File: config.mk
export PLATFORM = sky130hd
export DESIGN_NAME = dac_word_tx
export DESIGN_NICKNAME = d
export VERILOG_FILES = /design/src/rtl/dac_tx_pkg.sv /design/src/rtl/dac_tx_phase_timer.sv /design/src/rtl/dac_tx_shifter.sv /design/src/rtl/dac_word_tx.sv
export SDC_FILE = /design/constraint.sdc
export NUM_CORES = 1
export LEC_CHECK = 0
export ABC_CLOCK_PERIOD_IN_PS = 1700
export BUFFER_PORTS_ARGS = -buffer_cell sky130_fd_sc_hd__buf_2
export CAP_MARGIN = 30
export CORE_MARGIN = 2
export CORE_UTILIZATION = 45
export CTS_CLUSTER_DIAMETER = 200
export DETAILED_ROUTE_END_ITERATION = 6
export GPL_TIMING_DRIVEN = 1
export PLACE_DENSITY = 0.73
export SETUP_SLACK_MARGIN = 0.15
export SYNTH_ARGS = -nofsm -noshare
export SYNTH_HDL_FRONTEND = slang
export SYNTH_SLANG_ARGS = --single-unit
File: constraint.sdc
create_clock -name clk -period 1.7 [get_ports clk]
set_input_delay 0.085 -clock clk [delete_from_list [all_inputs] [get_ports clk]]
set_output_delay 0.085 -clock clk [all_outputs]
set_load 0.02 [all_outputs]
File: src/rtl/dac_tx_pkg.sv
package dac_tx_pkg;

    typedef enum logic [2:0] {
        ST_IDLE       = 3'd0,
        ST_CLK_LO     = 3'd1,
        ST_CLK_HI     = 3'd2,
        ST_PRE_LATCH  = 3'd3,
        ST_LATCH      = 3'd4,
        ST_POST_LATCH = 3'd5
    } tx_state_e;

    function automatic int unsigned max_cyc(input int unsigned a, input int unsigned b);
        return (a > b) ? a : b;
    endfunction

endpackage

File: src/rtl/dac_tx_phase_timer.sv
module dac_tx_phase_timer #(
    parameter int unsigned CNT_W = 8
) (
    input  logic             clk,
    input  logic             rst,
    input  logic             load_i,
    input  logic [CNT_W-1:0] load_val_i,
    output logic             zero_o
);

    logic [CNT_W-1:0] cnt_q;

    always_ff @(posedge clk) begin
        if (rst) begin
            cnt_q <= '0;
        end else if (load_i) begin
            cnt_q <= load_val_i;
        end else if (cnt_q != '0) begin
            cnt_q <= cnt_q - 1'b1;
        end
    end

    assign zero_o = (cnt_q == '0);

endmodule

File: src/rtl/dac_tx_shifter.sv
module dac_tx_shifter #(
    parameter int unsigned WORD_W = 16
) (
    input  logic              clk,
    input  logic              rst,
    input  logic              load_i,
    input  logic [WORD_W-1:0] word_i,
    input  logic              shift_i,
    output logic              msb_o,
    output logic              last_o
);

    localparam int unsigned IDX_W = (WORD_W > 1) ? $clog2(WORD_W) : 1;
    localparam logic [IDX_W-1:0] LAST_IDX = IDX_W'(WORD_W - 1);

    logic [WORD_W-1:0] sreg_q;
    logic [IDX_W-1:0]  idx_q;

    always_ff @(posedge clk) begin
        if (rst) begin
            sreg_q <= '0;
            idx_q  <= '0;
        end else if (load_i) begin
            sreg_q <= word_i;
            idx_q  <= '0;
        end else if (shift_i) begin
            sreg_q <= {sreg_q[WORD_W-2:0], 1'b0};
            idx_q  <= idx_q + 1'b1;
        end
    end

    assign msb_o  = sreg_q[WORD_W-1];
    assign last_o = (idx_q == LAST_IDX);

endmodule

File: src/rtl/dac_word_tx.sv
module dac_word_tx
    import dac_tx_pkg::*;
#(
    parameter int unsigned WORD_W    = 16,
    parameter int unsigned HI_CYC    = 4,
    parameter int unsigned LO_CYC    = 6,
    parameter int unsigned SETUP_CYC = 2,
    parameter int unsigned LE_CYC    = 5,
    parameter int unsigned GAP_CYC   = 5
) (
    input  logic              clk,
    input  logic              rst,
    input  logic              smp_valid_i,
    input  logic [WORD_W-1:0] smp_data_i,
    output logic              smp_ready_o,
    output logic              dac_bclk_o,
    output logic              dac_sdata_o,
    output logic              dac_latch_n_o
);

    localparam int unsigned LOW_LEN  = max_cyc(LO_CYC, SETUP_CYC);
    localparam int unsigned MAX_LEN  = max_cyc(max_cyc(LOW_LEN, HI_CYC), max_cyc(LE_CYC, GAP_CYC));
    localparam int unsigned CNT_W    = $clog2(MAX_LEN + 1);
    localparam logic [CNT_W-1:0] LD_LOW  = CNT_W'(LOW_LEN - 1);
    localparam logic [CNT_W-1:0] LD_HIGH = CNT_W'(HI_CYC - 1);
    localparam logic [CNT_W-1:0] LD_LE   = CNT_W'(LE_CYC - 1);
    localparam logic [CNT_W-1:0] LD_GAP  = CNT_W'(GAP_CYC - 1);

    tx_state_e        state_q, state_d;
    logic             tmr_zero, tmr_load;
    logic [CNT_W-1:0] tmr_val;
    logic             sh_last, sh_load, sh_shift;
    logic             bclk_q, latch_n_q;

    // next-state logic
    always_comb begin
        state_d = state_q;
        unique case (state_q)
            ST_IDLE:       if (smp_valid_i) state_d = ST_CLK_LO;
            ST_CLK_LO:     if (tmr_zero) state_d = ST_CLK_HI;
            ST_CLK_HI:     if (tmr_zero) state_d = sh_last ? ST_PRE_LATCH : ST_CLK_LO;
            ST_PRE_LATCH:  if (tmr_zero) state_d = ST_LATCH;
            ST_LATCH:      if (tmr_zero) state_d = ST_POST_LATCH;
            ST_POST_LATCH: if (tmr_zero) state_d = ST_IDLE;
            default:       state_d = ST_IDLE;
        endcase
    end

    // timer reload on every state change
    always_comb begin
        tmr_load = (state_d != state_q);
        tmr_val  = '0;
        unique case (state_d)
            ST_CLK_LO:     tmr_val = LD_LOW;
            ST_CLK_HI:     tmr_val = LD_HIGH;
            ST_LATCH:      tmr_val = LD_LE;
            ST_PRE_LATCH,
            ST_POST_LATCH: tmr_val = LD_GAP;
            default:       tmr_val = '0;
        endcase
    end

    assign sh_load  = (state_q == ST_IDLE)   && (state_d == ST_CLK_LO);
    assign sh_shift = (state_q == ST_CLK_HI) && (state_d == ST_CLK_LO);

    // state register
    always_ff @(posedge clk) begin
        if (rst) state_q <= ST_IDLE;
        else     state_q <= state_d;
    end

    // registered outputs
    always_ff @(posedge clk) begin
        if (rst) begin
            bclk_q    <= 1'b0;
            latch_n_q <= 1'b1;
        end else begin
            bclk_q    <= (state_d == ST_CLK_HI);
            latch_n_q <= (state_d != ST_LATCH);
        end
    end

    dac_tx_phase_timer #(.CNT_W(CNT_W)) tmr_i (
        .clk        (clk),
        .rst        (rst),
        .load_i     (tmr_load),
        .load_val_i (tmr_val),
        .zero_o     (tmr_zero)
    );

    dac_tx_shifter #(.WORD_W(WORD_W)) shf_i (
        .clk     (clk),
        .rst     (rst),
        .load_i  (sh_load),
        .word_i  (smp_data_i),
        .shift_i (sh_shift),
        .msb_o   (dac_sdata_o),
        .last_o  (sh_last)
    );

    assign smp_ready_o   = (state_q == ST_IDLE);
    assign dac_bclk_o    = bclk_q;
    assign dac_latch_n_o = latch_n_q;

    // checking counters derived from the port waveforms
    logic [31:0] hi_run_q, le_run_q, rise_cnt_q;
    logic        bclk_d_q;

    always_ff @(posedge clk) begin
        if (rst) begin
            hi_run_q   <= '0;
            le_run_q   <= '0;
            rise_cnt_q <= '0;
            bclk_d_q   <= 1'b0;
        end else begin
            bclk_d_q <= dac_bclk_o;
            hi_run_q <= dac_bclk_o ? hi_run_q + 1 : '0;
            le_run_q <= !dac_latch_n_o ? le_run_q + 1 : '0;
            if (!dac_latch_n_o)               rise_cnt_q <= '0;
            else if (dac_bclk_o && !bclk_d_q) rise_cnt_q <= rise_cnt_q + 1;
        end
    end

    assert_hi_width_R3: assert property (@(posedge clk) disable iff (rst)
        $fell(dac_bclk_o) |-> hi_run_q == HI_CYC);

    assert_data_hold_R5: assert property (@(posedge clk) disable iff (rst)
        dac_bclk_o |-> $stable(dac_sdata_o));

    assert_latch_clk_low_R6: assert property (@(posedge clk) disable iff (rst)
        !dac_latch_n_o |-> !dac_bclk_o);

    assert_bits_per_word_R6: assert property (@(posedge clk) disable iff (rst)
        $fell(dac_latch_n_o) |-> rise_cnt_q == WORD_W);

    assert_strobe_width_R7: assert property (@(posedge clk) disable iff (rst)
        $rose(dac_latch_n_o) |-> le_run_q == LE_CYC);

    assert_ready_idle_R1: assert property (@(posedge clk) disable iff (rst)
        smp_ready_o |-> (!dac_bclk_o && dac_latch_n_o));

endmodule

==> flow_summary.yaml <==
route:
  wl_um: 2750
  vias: 1190
  viasPerCell: 5.61
  drt.antenna.violating_nets: 0
  drtIter0Drc: 48
  wl_per_cell_um: 13.0
  drc: 0
  drtPass1Iterations: 4
clock_tree:
  cts.sinks: 28
  clock_path_buffers: 2
  cts_tree: "built"
  cts-buffers-inserted: 3
  path_clk_slew_ns: 0.16
  cts_root_buffer: "clkbuf_4"
  clk_latency_ns: 0.33
  cts_htree_levels: 1
yosys:
  yosysTopAreaCellShare_pct: 40.3
  yosys_warnings: 0
  synth_seq_area_share_pct: 40.3
  synth_top_cells_by_area: "dfxtp_1, a22oi_1, a21oi_1"
  synth_cell_types: 41
  synth_area_um2: 1390
  syn_avg_cell_area_um2: 9.16
  ys_ff_latch: 28
  synth_largest_area_cell: "dfxtp_1"
  netlist_instances: 152
  syn-num-nets: 174
flow_run:
  drv_cap: 0
power:
  vdd_drop_max_v: 0.000693
  powerDensity_nw_per_um2: 1410
  power.leakage_nw: 0.671
floorplanning:
  io_pins: 23
  dieHeight_um: 59.6
  die_area_um2: 3560
  coreArea_um2: 3000
  start_util_pct: 46.4
  placementRows: 20
  die_w_um: 59.6
setup_path:
  crit_chain: "inv_2 -> ha_4 -> nor2b_4 -> and3_4 -> buf_4 -> mux2i_1 -> nor3_2"
  crit_buf_inv: 2
  cpPeakStageDelay_ns: 0.36
  start_kind: "register"
  slowest_stage: "dfxtp_2"
  path_class: "reg2reg"
  critical-path-top-delay-family: "simple AND/OR/NAND/NOR gates"
  required_ns: 1.92
  crit_fanout: 7
  cp.arrival_ns: 1.74
  worstSetupEndpointType: "register"
layout:
  stdcell_area_um2: 1680
  drive_gt1_share_pct: 32.4
  n_antenna_cell: 0
  areaGrowthSynthToFinish_pct: 20.8
  fin_nets: 202
placed_design:
  place.gp.congestion: 0.775
  hpwl_um: 1860
  placed_area_um2: 1560
  io_buffers: 22
sta:
  finalSetupViolCount: 0
  finClkSkew_ns: 0.00388
  final-max-slew-violation-count: 0
  tightest_slew_ns: 0.545
  slew_headroom_pct: 63.7
  final.min_clock_period_ns: 1.52
  fmax_ghz: 0.657
  fin_tns_setup_ns: 0
  rsz0062_at_grt: "true"
  finalHoldViolCount: 0
  fin_crit_sh_pct: 89.5
min_path:
  hold_path.class: "in2reg"
global_route:
  antenna_found_initial: 0
  grt_max_degree: 30
  grt_pass1_vias: 1038
  grtUsageTotal_pct: 16.2
  grt_pass1_wl_um: 4420
  grt_overflow: 0
run_status:
  run_status: "completed"
==> metrics by stage <==
step           util, %  power, mW  cells  worst slack, ns  hold WS, ns
2_1_floorplan        -       1.57    152            0.162        0.232
5_1_grt           56.0       2.53    212            0.131       0.0171
3_5_place_dp      51.9       1.83    204           0.0473        0.352
4_1_cts           55.2       2.32    211            0.105      0.00560
6_report          56.0       2.38    212            0.178       0.0133
3_3_place_gp      51.9       1.79    204            0.119        0.344
==> state kept, by name, summed over array words and instances, names as in the netlist <==
signal         count
shf_i.sreg_q      16
shf_i.idx_q        4
state_q            3
tmr_i.cnt_q        3
dac_bclk_o         1
dac_latch_n_o      1
==> logic make-up (layout without fill, tap and decap cells) <==
kind of cell / after synthesis / after routing / synth area share, %
adder cells (fa/ha/maj): 3 / 3 / 2.70
AND/OR/NAND/NOR: 49 / 49 / 21.0
buffers and inverters: 16 / 43 / 7.01
XOR/XNOR: 2 / 2 / 1.26
AO/OA/AOI/OAI: 50 / 50 / 24.9
multiplexers: 4 / 4 / 2.88
flip-flops: 28 / 28 / 40.3
==> path summary, 6_finish.rpt <==
check / endpoint / cells after the start / slack, ns / startpoint
hold reg to reg: shf_i.sreg_q[15]$_SDFFE_PP0P_ / 2 / 0.47 / shf_i.sreg_q[15]$_SDFFE_PP0P_
setup reg to reg: shf_i.idx_q[1]$_SDFFE_PP0P_ / 7 / 0.18 / tmr_i.cnt_q[0]$_SDFFE_PP0P_
setup / recovery: shf_i.idx_q[1]$_SDFFE_PP0P_ / 7 / 0.18 / tmr_i.cnt_q[0]$_SDFFE_PP0P_
hold / removal: shf_i.sreg_q[13]$_SDFFE_PP0P_ / 3 / 0.01 / smp_data_i[13]
==> where the power goes <==
part	internal [mW]	leakage, nW	switching (mW)	total [mW]
Clock	0.239	0.0279	0.205	0.444
Sequential	0.781	0.231	0.0942	0.875
Combinational	0.500	0.412	0.562	1.06
==> Yosys cell counts (all sizes together) <==
master,n
nor3b,1
a221oi,1
o2111ai,1
a21o,2
nand3b,1
xnor2,2
nand2b,2
nor2,6
inv,3
nor4b,1
nor3,6
nor2b,1
nand2,20
a211oi,1
o21a,1
a31oi,1
o31a,1
and2,1
nand4b,1
nor4,2
and4,1
and3,1
or3,3
nand3,1
o21ai,2
a21oi,21
nand4,1
o22ai,1
a22oi,15
buf,9
ha,3
a2111oi,2
clkbuf,4
dfxtp,28
o211a,1
mux2i,4
==> worst register-to-register path: cells and delay by family, from the launching register on <==
family | cells | cell delay (ns)
AND/OR/NAND/NOR | 3 | 0.49
flip-flops | 1 | 0.36
buffers and inverters | 2 | 0.20
multiplexers | 1 | 0.20
adder cells (fa/ha/maj) | 1 | 0.15
==> per-layer routing <==
layer	wire length, µm	global-route usage, %	share of wire [%]	vias to the layer above
li1	-	-	-	606
met1	1310	21.4	48	557
met2	1310	26.8	48	23
met3	92	2.18	3.4	4
met4	30	6.35	1.1	0
met5	0	0	0	-
==> layout make-up <==
class	count	area (µm²)
fill	290	1320
multi-input combinational	108	766
sequential	28	566
timing repair buffer	36	246
tap	33	41.3
clock inverter	1	30.0
clock buffer	3	22.5
inverter	3	11.3
==> cell usage in the layout, fill, tap and decap left out, types with 3 or more instances in the layout <==
master    synthesis  layout
mux2i_1           4       4
clkbuf_4          0       3
nand2_1          20      20
a21oi_1          21      21
nor3_1            4       4
buf_2             3      22
a22oi_1          15      15
buf_4             3      10
dfxtp_1          28      24
nor2_1            6       6
or3_1             3       3
dfxtp_2           0       4
==> timing repair <==
action	CTS	global route
hold endpoints to repair	1	0
setup endpoints to repair	14	23
resized for setup	6	8
pin swaps	2	2
hold buffers	1	0
buffers inserted	2	1
No activity file was read; power rests on OpenSTA's default activity.
